<file path="src/rtl/fwh_pkg.sv">
package fwh_pkg;

  localparam logic [3:0] START_CODE = 4'b1101;
  localparam logic [3:0] TAR_CODE   = 4'b1111;
  localparam logic [3:0] WSYNC_CODE = 4'b0101;
  localparam logic [3:0] RSYNC_CODE = 4'b0000;

  typedef enum logic [2:0] {
    RX_IDLE, RX_ID, RX_ADDR, RX_SIZE, RX_HTAR, RX_BUSY
  } rx_state_t;

  typedef enum logic [3:0] {
    TX_IDLE, TX_TAR, TX_WS1, TX_WS2, TX_RSYNC,
    TX_DLO, TX_DHI, TX_TEND, TX_REL
  } tx_state_t;

  // burst size codes accepted by the target; code value is log2 of byte count
  function automatic logic size_code_ok(input logic [3:0] code);
    return (code == 4'd0) || (code == 4'd1) || (code == 4'd2) ||
           (code == 4'd4) || (code == 4'd7);
  endfunction

endpackage

</file>
<file path="src/rtl/fwh_rx_decode.sv">
module fwh_rx_decode
  import fwh_pkg::*;
#(
  parameter int ADDR_W = 28,
  parameter int SZ_W   = 3
) (
  input  logic              clk,
  input  logic              rst,
  input  logic              frame_n,
  input  logic [3:0]        nib_in,
  input  logic [3:0]        strap_id,
  input  logic              tx_done,
  output logic              go,
  output logic              hdr_phase,
  output logic [ADDR_W-1:0] base_addr,
  output logic [SZ_W-1:0]   size_log2
);

  localparam int ADDR_NIBS = ADDR_W / 4;
  localparam int CNT_W     = $clog2(ADDR_NIBS);

  rx_state_t        st_q, st_d;
  logic [CNT_W-1:0] cnt_q;
  logic             start_seen;

  assign start_seen = !frame_n && (nib_in == START_CODE);

  always_comb begin
    st_d = st_q;
    unique case (st_q)
      RX_IDLE: if (start_seen) st_d = RX_ID;
      RX_ID:   st_d = (nib_in == strap_id) ? RX_ADDR : RX_IDLE;
      RX_ADDR: if (cnt_q == CNT_W'(ADDR_NIBS - 1)) st_d = RX_SIZE;
      RX_SIZE: st_d = size_code_ok(nib_in) ? RX_HTAR : RX_IDLE;
      RX_HTAR: st_d = RX_BUSY;
      RX_BUSY: if (tx_done) st_d = start_seen ? RX_ID : RX_IDLE;
      default: st_d = RX_IDLE;
    endcase
  end

  always_ff @(posedge clk) begin
    if (rst) begin
      st_q      <= RX_IDLE;
      cnt_q     <= '0;
      base_addr <= '0;
      size_log2 <= '0;
    end else begin
      st_q <= st_d;
      if (st_q == RX_ADDR) begin
        base_addr <= {base_addr[ADDR_W-5:0], nib_in};
        cnt_q     <= cnt_q + 1'b1;
      end else begin
        cnt_q <= '0;
      end
      if (st_q == RX_SIZE) size_log2 <= nib_in[SZ_W-1:0];
    end
  end

  assign go        = (st_q == RX_HTAR);
  assign hdr_phase = (st_q == RX_ID) || (st_q == RX_ADDR) ||
                     (st_q == RX_SIZE) || (st_q == RX_HTAR);

endmodule

</file>
<file path="src/rtl/fwh_tx_seq.sv">
module fwh_tx_seq
  import fwh_pkg::*;
#(
  parameter int SZ_W  = 3,
  parameter int IDX_W = 7
) (
  input  logic             clk,
  input  logic             rst,
  input  logic             go,
  input  logic [SZ_W-1:0]  size_log2,
  input  logic [7:0]       rd_byte,
  output logic [3:0]       nib_out,
  output logic             nib_oe,
  output logic             rd_req,
  output logic [IDX_W-1:0] rd_idx,
  output logic             done
);

  tx_state_t        st_q, st_d;
  logic [SZ_W-1:0]  size_q;
  logic [IDX_W-1:0] out_cnt_q, last_idx, next_cnt;
  logic [7:0]       hold_q;

  always_comb begin
    last_idx = IDX_W'((32'd1 << size_q) - 32'd1);
    next_cnt = (st_q == TX_RSYNC) ? '0 : out_cnt_q + 1'b1;
  end

  always_comb begin
    st_d = st_q;
    unique case (st_q)
      TX_IDLE:  if (go) st_d = TX_TAR;
      TX_TAR:   st_d = TX_WS1;
      TX_WS1:   st_d = TX_WS2;
      TX_WS2:   st_d = TX_RSYNC;
      TX_RSYNC: st_d = TX_DLO;
      TX_DLO:   st_d = TX_DHI;
      TX_DHI:   st_d = (out_cnt_q == last_idx) ? TX_TEND : TX_DLO;
      TX_TEND:  st_d = TX_REL;
      TX_REL:   st_d = TX_IDLE;
      default:  st_d = TX_IDLE;
    endcase
  end

  // outputs are registered: each edge loads the values of the state entered
  always_ff @(posedge clk) begin
    if (rst) begin
      st_q      <= TX_IDLE;
      size_q    <= '0;
      out_cnt_q <= '0;
      hold_q    <= '0;
      nib_out   <= TAR_CODE;
      nib_oe    <= 1'b0;
      rd_req    <= 1'b0;
      rd_idx    <= '0;
    end else begin
      st_q   <= st_d;
      rd_req <= 1'b0;
      if (go && st_q == TX_IDLE) size_q <= size_log2;
      unique case (st_d)
        TX_TAR, TX_TEND: begin
          nib_oe  <= 1'b1;
          nib_out <= TAR_CODE;
        end
        TX_WS1: begin
          nib_oe  <= 1'b1;
          nib_out <= WSYNC_CODE;
        end
        TX_WS2: begin
          nib_oe  <= 1'b1;
          nib_out <= WSYNC_CODE;
          rd_req  <= 1'b1;            // first byte fetched two cycles ahead
          rd_idx  <= '0;
        end
        TX_RSYNC: begin
          nib_oe  <= 1'b1;
          nib_out <= RSYNC_CODE;
        end
        TX_DLO: begin
          nib_oe    <= 1'b1;
          nib_out   <= rd_byte[3:0];
          hold_q    <= rd_byte;
          out_cnt_q <= next_cnt;
          if (next_cnt != last_idx) begin
            rd_req <= 1'b1;           // prefetch following byte
            rd_idx <= next_cnt + 1'b1;
          end
        end
        TX_DHI: begin
          nib_oe  <= 1'b1;
          nib_out <= hold_q[7:4];
        end
        default: begin
          nib_oe  <= 1'b0;
          nib_out <= TAR_CODE;
        end
      endcase
    end
  end

  assign done = (st_q == TX_REL);

endmodule

</file>
<file path="src/rtl/fwh_addr_map.sv">
module fwh_addr_map #(
  parameter int ADDR_W    = 28,
  parameter int MEM_AW    = 19,
  parameter int SPACE_BIT = 22,
  parameter int SZ_W      = 3,
  parameter int IDX_W     = 7
) (
  input  logic [ADDR_W-1:0] base_addr,
  input  logic [SZ_W-1:0]   size_log2,
  input  logic [IDX_W-1:0]  idx,
  input  logic              req,
  output logic              is_mem,
  output logic              mem_en,
  output logic [MEM_AW-1:0] mem_addr,
  output logic              reg_en,
  output logic [ADDR_W-1:0] reg_addr
);

  logic [ADDR_W-1:0] low_mask;
  logic [ADDR_W-1:0] full_addr;

  always_comb begin
    low_mask  = ADDR_W'((32'd1 << size_log2) - 32'd1);
    full_addr = (base_addr & ~low_mask) | ADDR_W'(idx);
  end

  assign is_mem   = base_addr[SPACE_BIT];
  assign mem_en   = req && is_mem;
  assign reg_en   = req && !is_mem;
  assign mem_addr = full_addr[MEM_AW-1:0];
  assign reg_addr = full_addr;

endmodule

</file>
<file path="src/rtl/fwh_read_target.sv">
module fwh_read_target #(
  parameter int ADDR_W    = 28,
  parameter int MEM_AW    = 19,
  parameter int SPACE_BIT = 22,
  parameter int MAX_LOG2  = 7
) (
  input  logic              clk,
  input  logic              rst,
  input  logic              frame_n,
  input  logic [3:0]        nib_in,
  input  logic [3:0]        strap_id,
  output logic [3:0]        nib_out,
  output logic              nib_oe,
  output logic              mem_rd_en,
  output logic [MEM_AW-1:0] mem_rd_addr,
  input  logic [7:0]        mem_rd_data,
  output logic              reg_rd_en,
  output logic [ADDR_W-1:0] reg_rd_addr,
  input  logic [7:0]        reg_rd_data
);

  localparam int SZ_W  = $clog2(MAX_LOG2 + 1);
  localparam int IDX_W = (MAX_LOG2 < 1) ? 1 : MAX_LOG2;

  if ((ADDR_W % 4) != 0 || SPACE_BIT >= ADDR_W || MEM_AW > SPACE_BIT ||
      MAX_LOG2 >= MEM_AW) begin : g_bad_cfg
    $error("fwh_read_target: inconsistent parameters");
  end

  logic              go_w, hdr_w, done_w, req_w, is_mem_w;
  logic [ADDR_W-1:0] base_w;
  logic [SZ_W-1:0]   size_w;
  logic [IDX_W-1:0]  idx_w;
  logic [7:0]        rd_byte_w;

  fwh_rx_decode #(.ADDR_W(ADDR_W), .SZ_W(SZ_W)) u_rx (
    .clk(clk), .rst(rst), .frame_n(frame_n), .nib_in(nib_in),
    .strap_id(strap_id), .tx_done(done_w), .go(go_w), .hdr_phase(hdr_w),
    .base_addr(base_w), .size_log2(size_w)
  );

  fwh_tx_seq #(.SZ_W(SZ_W), .IDX_W(IDX_W)) u_tx (
    .clk(clk), .rst(rst), .go(go_w), .size_log2(size_w), .rd_byte(rd_byte_w),
    .nib_out(nib_out), .nib_oe(nib_oe), .rd_req(req_w), .rd_idx(idx_w),
    .done(done_w)
  );

  fwh_addr_map #(.ADDR_W(ADDR_W), .MEM_AW(MEM_AW), .SPACE_BIT(SPACE_BIT),
                 .SZ_W(SZ_W), .IDX_W(IDX_W)) u_map (
    .base_addr(base_w), .size_log2(size_w), .idx(idx_w), .req(req_w),
    .is_mem(is_mem_w), .mem_en(mem_rd_en), .mem_addr(mem_rd_addr),
    .reg_en(reg_rd_en), .reg_addr(reg_rd_addr)
  );

  assign rd_byte_w = is_mem_w ? mem_rd_data : reg_rd_data;

endmodule

</file>
<file path="config.mk">
export PLATFORM = sky130hd
export DESIGN_NAME = fwh_read_target
export DESIGN_NICKNAME = d
export VERILOG_FILES = /design/src/rtl/fwh_pkg.sv /design/src/rtl/fwh_rx_decode.sv /design/src/rtl/fwh_tx_seq.sv /design/src/rtl/fwh_addr_map.sv /design/src/rtl/fwh_read_target.sv
export SDC_FILE = /design/constraint.sdc
export NUM_CORES = 1
export LEC_CHECK = 0
export BUFFER_PORTS_ARGS = -buffer_cell sky130_fd_sc_hd__buf_2
export CAP_MARGIN = 20
export CORE_MARGIN = 2
export CORE_UTILIZATION = 30
export DETAILED_ROUTE_END_ITERATION = 10
export SLEW_MARGIN = 0
export SYNTH_ARGS = -nofsm -noshare
export SYNTH_HDL_FRONTEND = slang
export SYNTH_HIERARCHICAL = 1
export SYNTH_SLANG_ARGS = --single-unit
export TNS_END_PERCENT = 50
</file>
<file path="constraint.sdc">
create_clock -name clk -period 2.2 [get_ports clk]
set_input_delay 0.66 -clock clk [delete_from_list [all_inputs] [get_ports clk]]
set_output_delay 0.66 -clock clk [all_outputs]
set_load 0.05 [all_outputs]
</file>
# Word-level counts from Yosys, hierarchy flattened
# Index checks and enable logic that the tools add are counted.
word_totals:
  reg_bits: 72
  in_bits: 27
  output_inout_bits: 54
  wordCells: 93
classes:
  n_addsub: 5
  eq_ne: 33
  shifts: 2
  mux: 18
  n_bitwise: 4
  reduce_logical: 19
ops:
  columns: ["op", "n"]
  rows:
  - ["$eq 4x3->1 const B", 10]
  - ["$pmux 4 s8", 1]
  - ["$and 28x28->28", 1]
  - ["$not 28->28", 1]
  - ["$or 28x7->28", 1]
  - ["$shl 1x3->28 const A", 1]
  - ["$sub 28x1->28 const B", 1]
  - ["$eq 4x2->1 const B", 5]
  - ["$pmux 3 s6", 1]
  - ["$pmux 4 s4", 1]
  - ["$add 7x1->7 const B", 2]
  - ["$mux 7", 2]
  - ["$pmux 7 s2", 1]
  - ["$eq 4x1->1 const B", 3]
  - ["$mux 3", 4]
  - ["$eq 3x3->1 const B", 3]
  - ["$eq 4x4->1 const B", 2]
  - ["$logic_not 4->1", 2]
  - ["$mux 8", 1]
  - ["$eq 7x7->1", 1]
  - ["$ne 7x7->1", 1]
  - ["$reduce_or 7->1", 1]
  - ["$shl 1x3->7 const A", 1]
  - ["$sub 7x1->7 const B", 1]
  - ["other kinds (19)", 33]

# Depth between registers and ports, before layout
depth:
  depth_word: 8
  mapped_depth: 10
  depth_no_buf: 8

# Hierarchy
# Netlist, hierarchy kept.
modules_own_cells:
  columns: ["module", "instances", "cells_each", "area_per_inst_um2", "seq_area_each_um2"]
  rows:
  - ["fwh_tx_seq", 1, 239, 1908.1, 620.6]
  - ["fwh_rx_decode", 1, 144, 1482.7, 740.7]
  - ["fwh_addr_map", 1, 71, 484.2, 0.0]
  - ["fwh_read_target", 1, 9, 131.4, 0.0]

# Worst setup path after synthesis
# No wires, ideal clock.
synth_timing:
  kind: "register -> output"
  start: "register u_rx.size_log2[1]"
  end: "output port reg_rd_addr[10]"
  t_arrival_ns: 2.477
  required_ns: 1.540
  path_slack_ns: -0.937
  stages_incl_launch_ff: 8
  path_buffers: 3
  path_cell_list: "dfxtp_1 buf_6 or3_4 ha_1 nor3b_2 buf_2 nor2b_1 buf_4"
synth_between:
  elab_chain_len: 5
synth_rtl:
  columns: ["item", "line", "rtl"]
  rows:
  - ["start, declared", "fwh_rx_decode.sv:16", "output logic [SZ_W-1:0] size_log2"]
  - ["start signal, assigned", "fwh_rx_decode.sv:55", "if (st_q == RX_SIZE) size_log2 <= nib_in[SZ_W-1:0];"]
  - ["$shl 1x3->28", "fwh_addr_map.sv:23", "low_mask = ADDR_W'((32'd1 << size_log2) - 32'd1);"]
  - ["$sub 28x1->28", "fwh_addr_map.sv:23", null]
  - ["$not 28->28", "fwh_addr_map.sv:24", "full_addr = (base_addr & ~low_mask) | ADDR_W'(idx);"]
  - ["$and 28x28->28", "fwh_addr_map.sv:24", null]
  - ["$or 28x7->28", "fwh_addr_map.sv:24", null]
  - ["end, declared", "fwh_read_target.sv:18", "output logic [ADDR_W-1:0] reg_rd_addr,"]
# Every way passes these cells.

# Final worst setup path
layout_timing:
  start: "register u_rx.size_log2[2]"
  end: "output port mem_rd_addr[8]"
layout_between:
  elab_chain_len: 5
layout_rtl:
  columns: ["item", "line", "rtl"]
  rows:
  - ["$shl 1x3->28", "fwh_addr_map.sv:23", null]
  - ["$sub 28x1->28", "fwh_addr_map.sv:23", null]
  - ["$not 28->28", "fwh_addr_map.sv:24", null]
  - ["$and 28x28->28", "fwh_addr_map.sv:24", null]
  - ["$or 28x7->28", "fwh_addr_map.sv:24", null]
  - ["end, declared", "fwh_read_target.sv:15", "output logic [MEM_AW-1:0] mem_rd_addr,"]
# Every way passes these cells.

==> metrics.csv <==
stage;metric;value;unit
finish;Filler cells;1305;
grt;pin count of the biggest net entering global routing;38;
grt;Overall Global Routing Usage;0.1400;
finish;area of the multi-input gates;2441;sq um
setup_path;critical path cell sequence;or3_4 -> ha_4 -> nor3b_4 -> buf_12 -> nor2b_4 -> buf_6;
route;Vias;3373;
timing;final max-slew violation count;0;
placement;dpl cell area;4786;sq um
grt;gr ovfl total;0;
floorplan;core area;13140;sq um
finish;Synth-to-Final Area Change;36.59;%
setup_path;Critical Path Fanout Max;10;
yosys;synthesized area per cell;8.663;sq um
route;Vias per Instance;4.640;
outcome;status;complete, but fails checks;
clock_tree;CTS buffer count;9;
route;DRC errors left;0;
outcome;failing checks;setup timing;
power_and_ir_drop;maximum vdd drop;0.3634;mV
setup_path;critical path data required time;1.54;ns
yosys;Post-Syn Instances;461;
clock_tree;# clock sinks;68;
yosys;Ys Warns;6;
setup_path;kind of critical path;reg2out;
route;DR iter-0 viols;220;
clock_tree;Worst-Skew Late Latency;0.33;ns
setup_path;CP Launch Type;flip-flop;
floorplan;row count;42;
route;drt pass-1 iters;5;
clock_tree;# H-tree levels;3;
timing;RSZ-0062 raised after global routing;true;
min_path;Tightest Hold Check Type;reg2reg;
floorplan;initial core utilization;0.3040;
grt;first-pass GRT wire length;16190;um
setup_path;critical path's slowest cell;or3_4;
route;Final ANT Viol Nets;0;
setup_path;Worst EP arrival;1.89;ns
finish;Final #Nets;579;
finish;fraction of layout cells with a size suffix above 1;0.3956;
placement;IO buf count;80;
setup_path;CP Capture Type;output pin;
power_and_ir_drop;Sequential Power Share;0.440;
route;drt total wl;9845;um
timing;min setup slack post-route;-0.3481;ns
power_and_ir_drop;switching power;605.2;uW
timing;Tcrit/Tclk final;1.158;
power_and_ir_drop;Leakage Power;2.164;nW
setup_path;max incr delay on CP;0.39;ns
power_and_ir_drop;Clk pwr share;0.528;
clock_tree;CTS tree;built;
grt;vias in the first global route;3401;
power_and_ir_drop;switching share of power;0.2164;
power_and_ir_drop;combinational share of power;0.032;
power_and_ir_drop;pwr/cell area;512.6;nW/um^2
finish;storage element area;1376;sq um
timing;Hold Violations, Final;0;
power_and_ir_drop;Int Pwr;2.191;mW
flow_run;Max-Cap Viols;0;
floorplan;Total Die Area;14250;sq um
yosys;syn nets;494;
timing;relative slew slack;0.6824;
timing;setup violators final;30;
clock_tree;clock tree root buffer cell;clkbuf_16;
placement;post-DP HPWL;7162;um
floorplan;die width;119.4;um
yosys;Mapped Area;3994;sq um
timing;Final Skew;0.005879;ns
placement;GPL Wtd Cong;0.8483;
route;routed len/inst;13.54;um
setup_path;Buf+Inv Stages, Crit Path;2;
grt;initial antenna violation count;0;
setup_path;Worst path top cell family by delay;simple AND/OR/NAND/NOR gates;
finish;ant diodes;0;
floorplan;Die H;119.4;um
clock_tree;Worst-path clk slew;0.06;ns
timing;Final Critical Period;2.548;ns
floorplan;boundary pin count;81;
finish;post-layout util;0.4152;
timing;Fmax;392.4;MHz
clock_tree;CTS max path bufs;2;
finish;Finished Cell Area;5455;sq um
timing;Slew @ Worst Pin;0.4764;ns
[cell usage in the layout (no fill, tap or decap), drive strengths merged, types with 6 or more instances in the layout]
cell	count
mux2i	39
nor3	11
a21o	6
a21oi	20
mux2	9
xnor2	15
o21ai	12
ha	6
clkbuf	10
xor2	7
or3	6
buf	134
nor2b	20
nand2	30
nand2b	8
dfxtp	68
nand3	12
inv	12
nor2	55
[final timing paths]
path,start,end,slack [ns],depth (start not counted)
worst max-delay path,u_rx/size_log2[2],mem_rd_addr[8],-0.35,6
worst min-delay path,u_tx/hold_q[4],u_tx/hold_q[4],0.45,2
worst max register to register,u_tx/out_cnt_q[3],u_tx/rd_idx[2],-0.03,7
worst min register to register,u_tx/hold_q[4],u_tx/hold_q[4],0.45,2
[metal layers]
layer / routed length, um / vias to the layer above / GRT usage
li1: - / 1736 / -
met1: 4400 / 1547 / 0.1701
met2: 4940 / 80 / 0.2453
met3: 382 / 10 / 0.03448
met4: 121 / 0 / 0.03971
met5: 0 / - / 0
[tightest hold or removal path: cells and delay by family, from the launching register on]
family / cells / cell delay (ns)
AOI/OAI and AO/OA: 1 / 0.05
DFF: 1 / 0.30
and+or+nand+nor: 1 / 0.05
[per-stage QoR]
stage	power [mW]	hold slack (ns)	setup WS (ns)	setup TNS, ns	cells
4_1_cts	2.831	0.4539	-0.3501	-8.488	727
6_report	2.796	0.4546	-0.3481	-8.040	727
3_3_place_gp	1.348	0.4384	-0.07143	-0.7815	711
5_1_grt	2.894	0.4800	-0.4600	-10.70	727
3_5_place_dp	1.350	0.4464	-0.09389	-1.468	711
2_1_floorplan	1.308	0.4309	-0.3045	-5.383	461
[state kept, by name, summed over array words and instances (netlist names), 4 cells and up]
name and flops:
u_tx/nib_out 4, u_rx/base_addr 28, u_tx/hold_q 4, u_tx/rd_idx 7, u_tx/st_q 4, u_tx/out_cnt_q 7
[power groups by stage]
stage | clock [mW] | sequential, mW | combinational (mW)
2_1_floorplan | 0 | 1.26 | 0.0487
3_3_place_gp | 0 | 1.26 | 0.0878
3_5_place_dp | 0 | 1.26 | 0.0901
4_1_cts | 1.51 | 1.23 | 0.0907
5_1_grt | 1.57 | 1.23 | 0.0984
6_report | 1.48 | 1.23 | 0.0896
[what timing repair did]
action	4_1_cts	5_1_grt
setup endpoints to repair	45	49
hold buffers	0	0
buffers inserted	0	0
pin swaps	7	2
resized for setup	71	37
[cell type report]
type	count	area share
multi-input combinational	323	0.4475
sequential	68	0.2523
timing repair buffer	134	0.1961
clock inverter	6	0.01307
inverter	10	0.006881
clock buffer	10	0.04381
tap	176	0.04037
(Power assumes the default switching activity.)
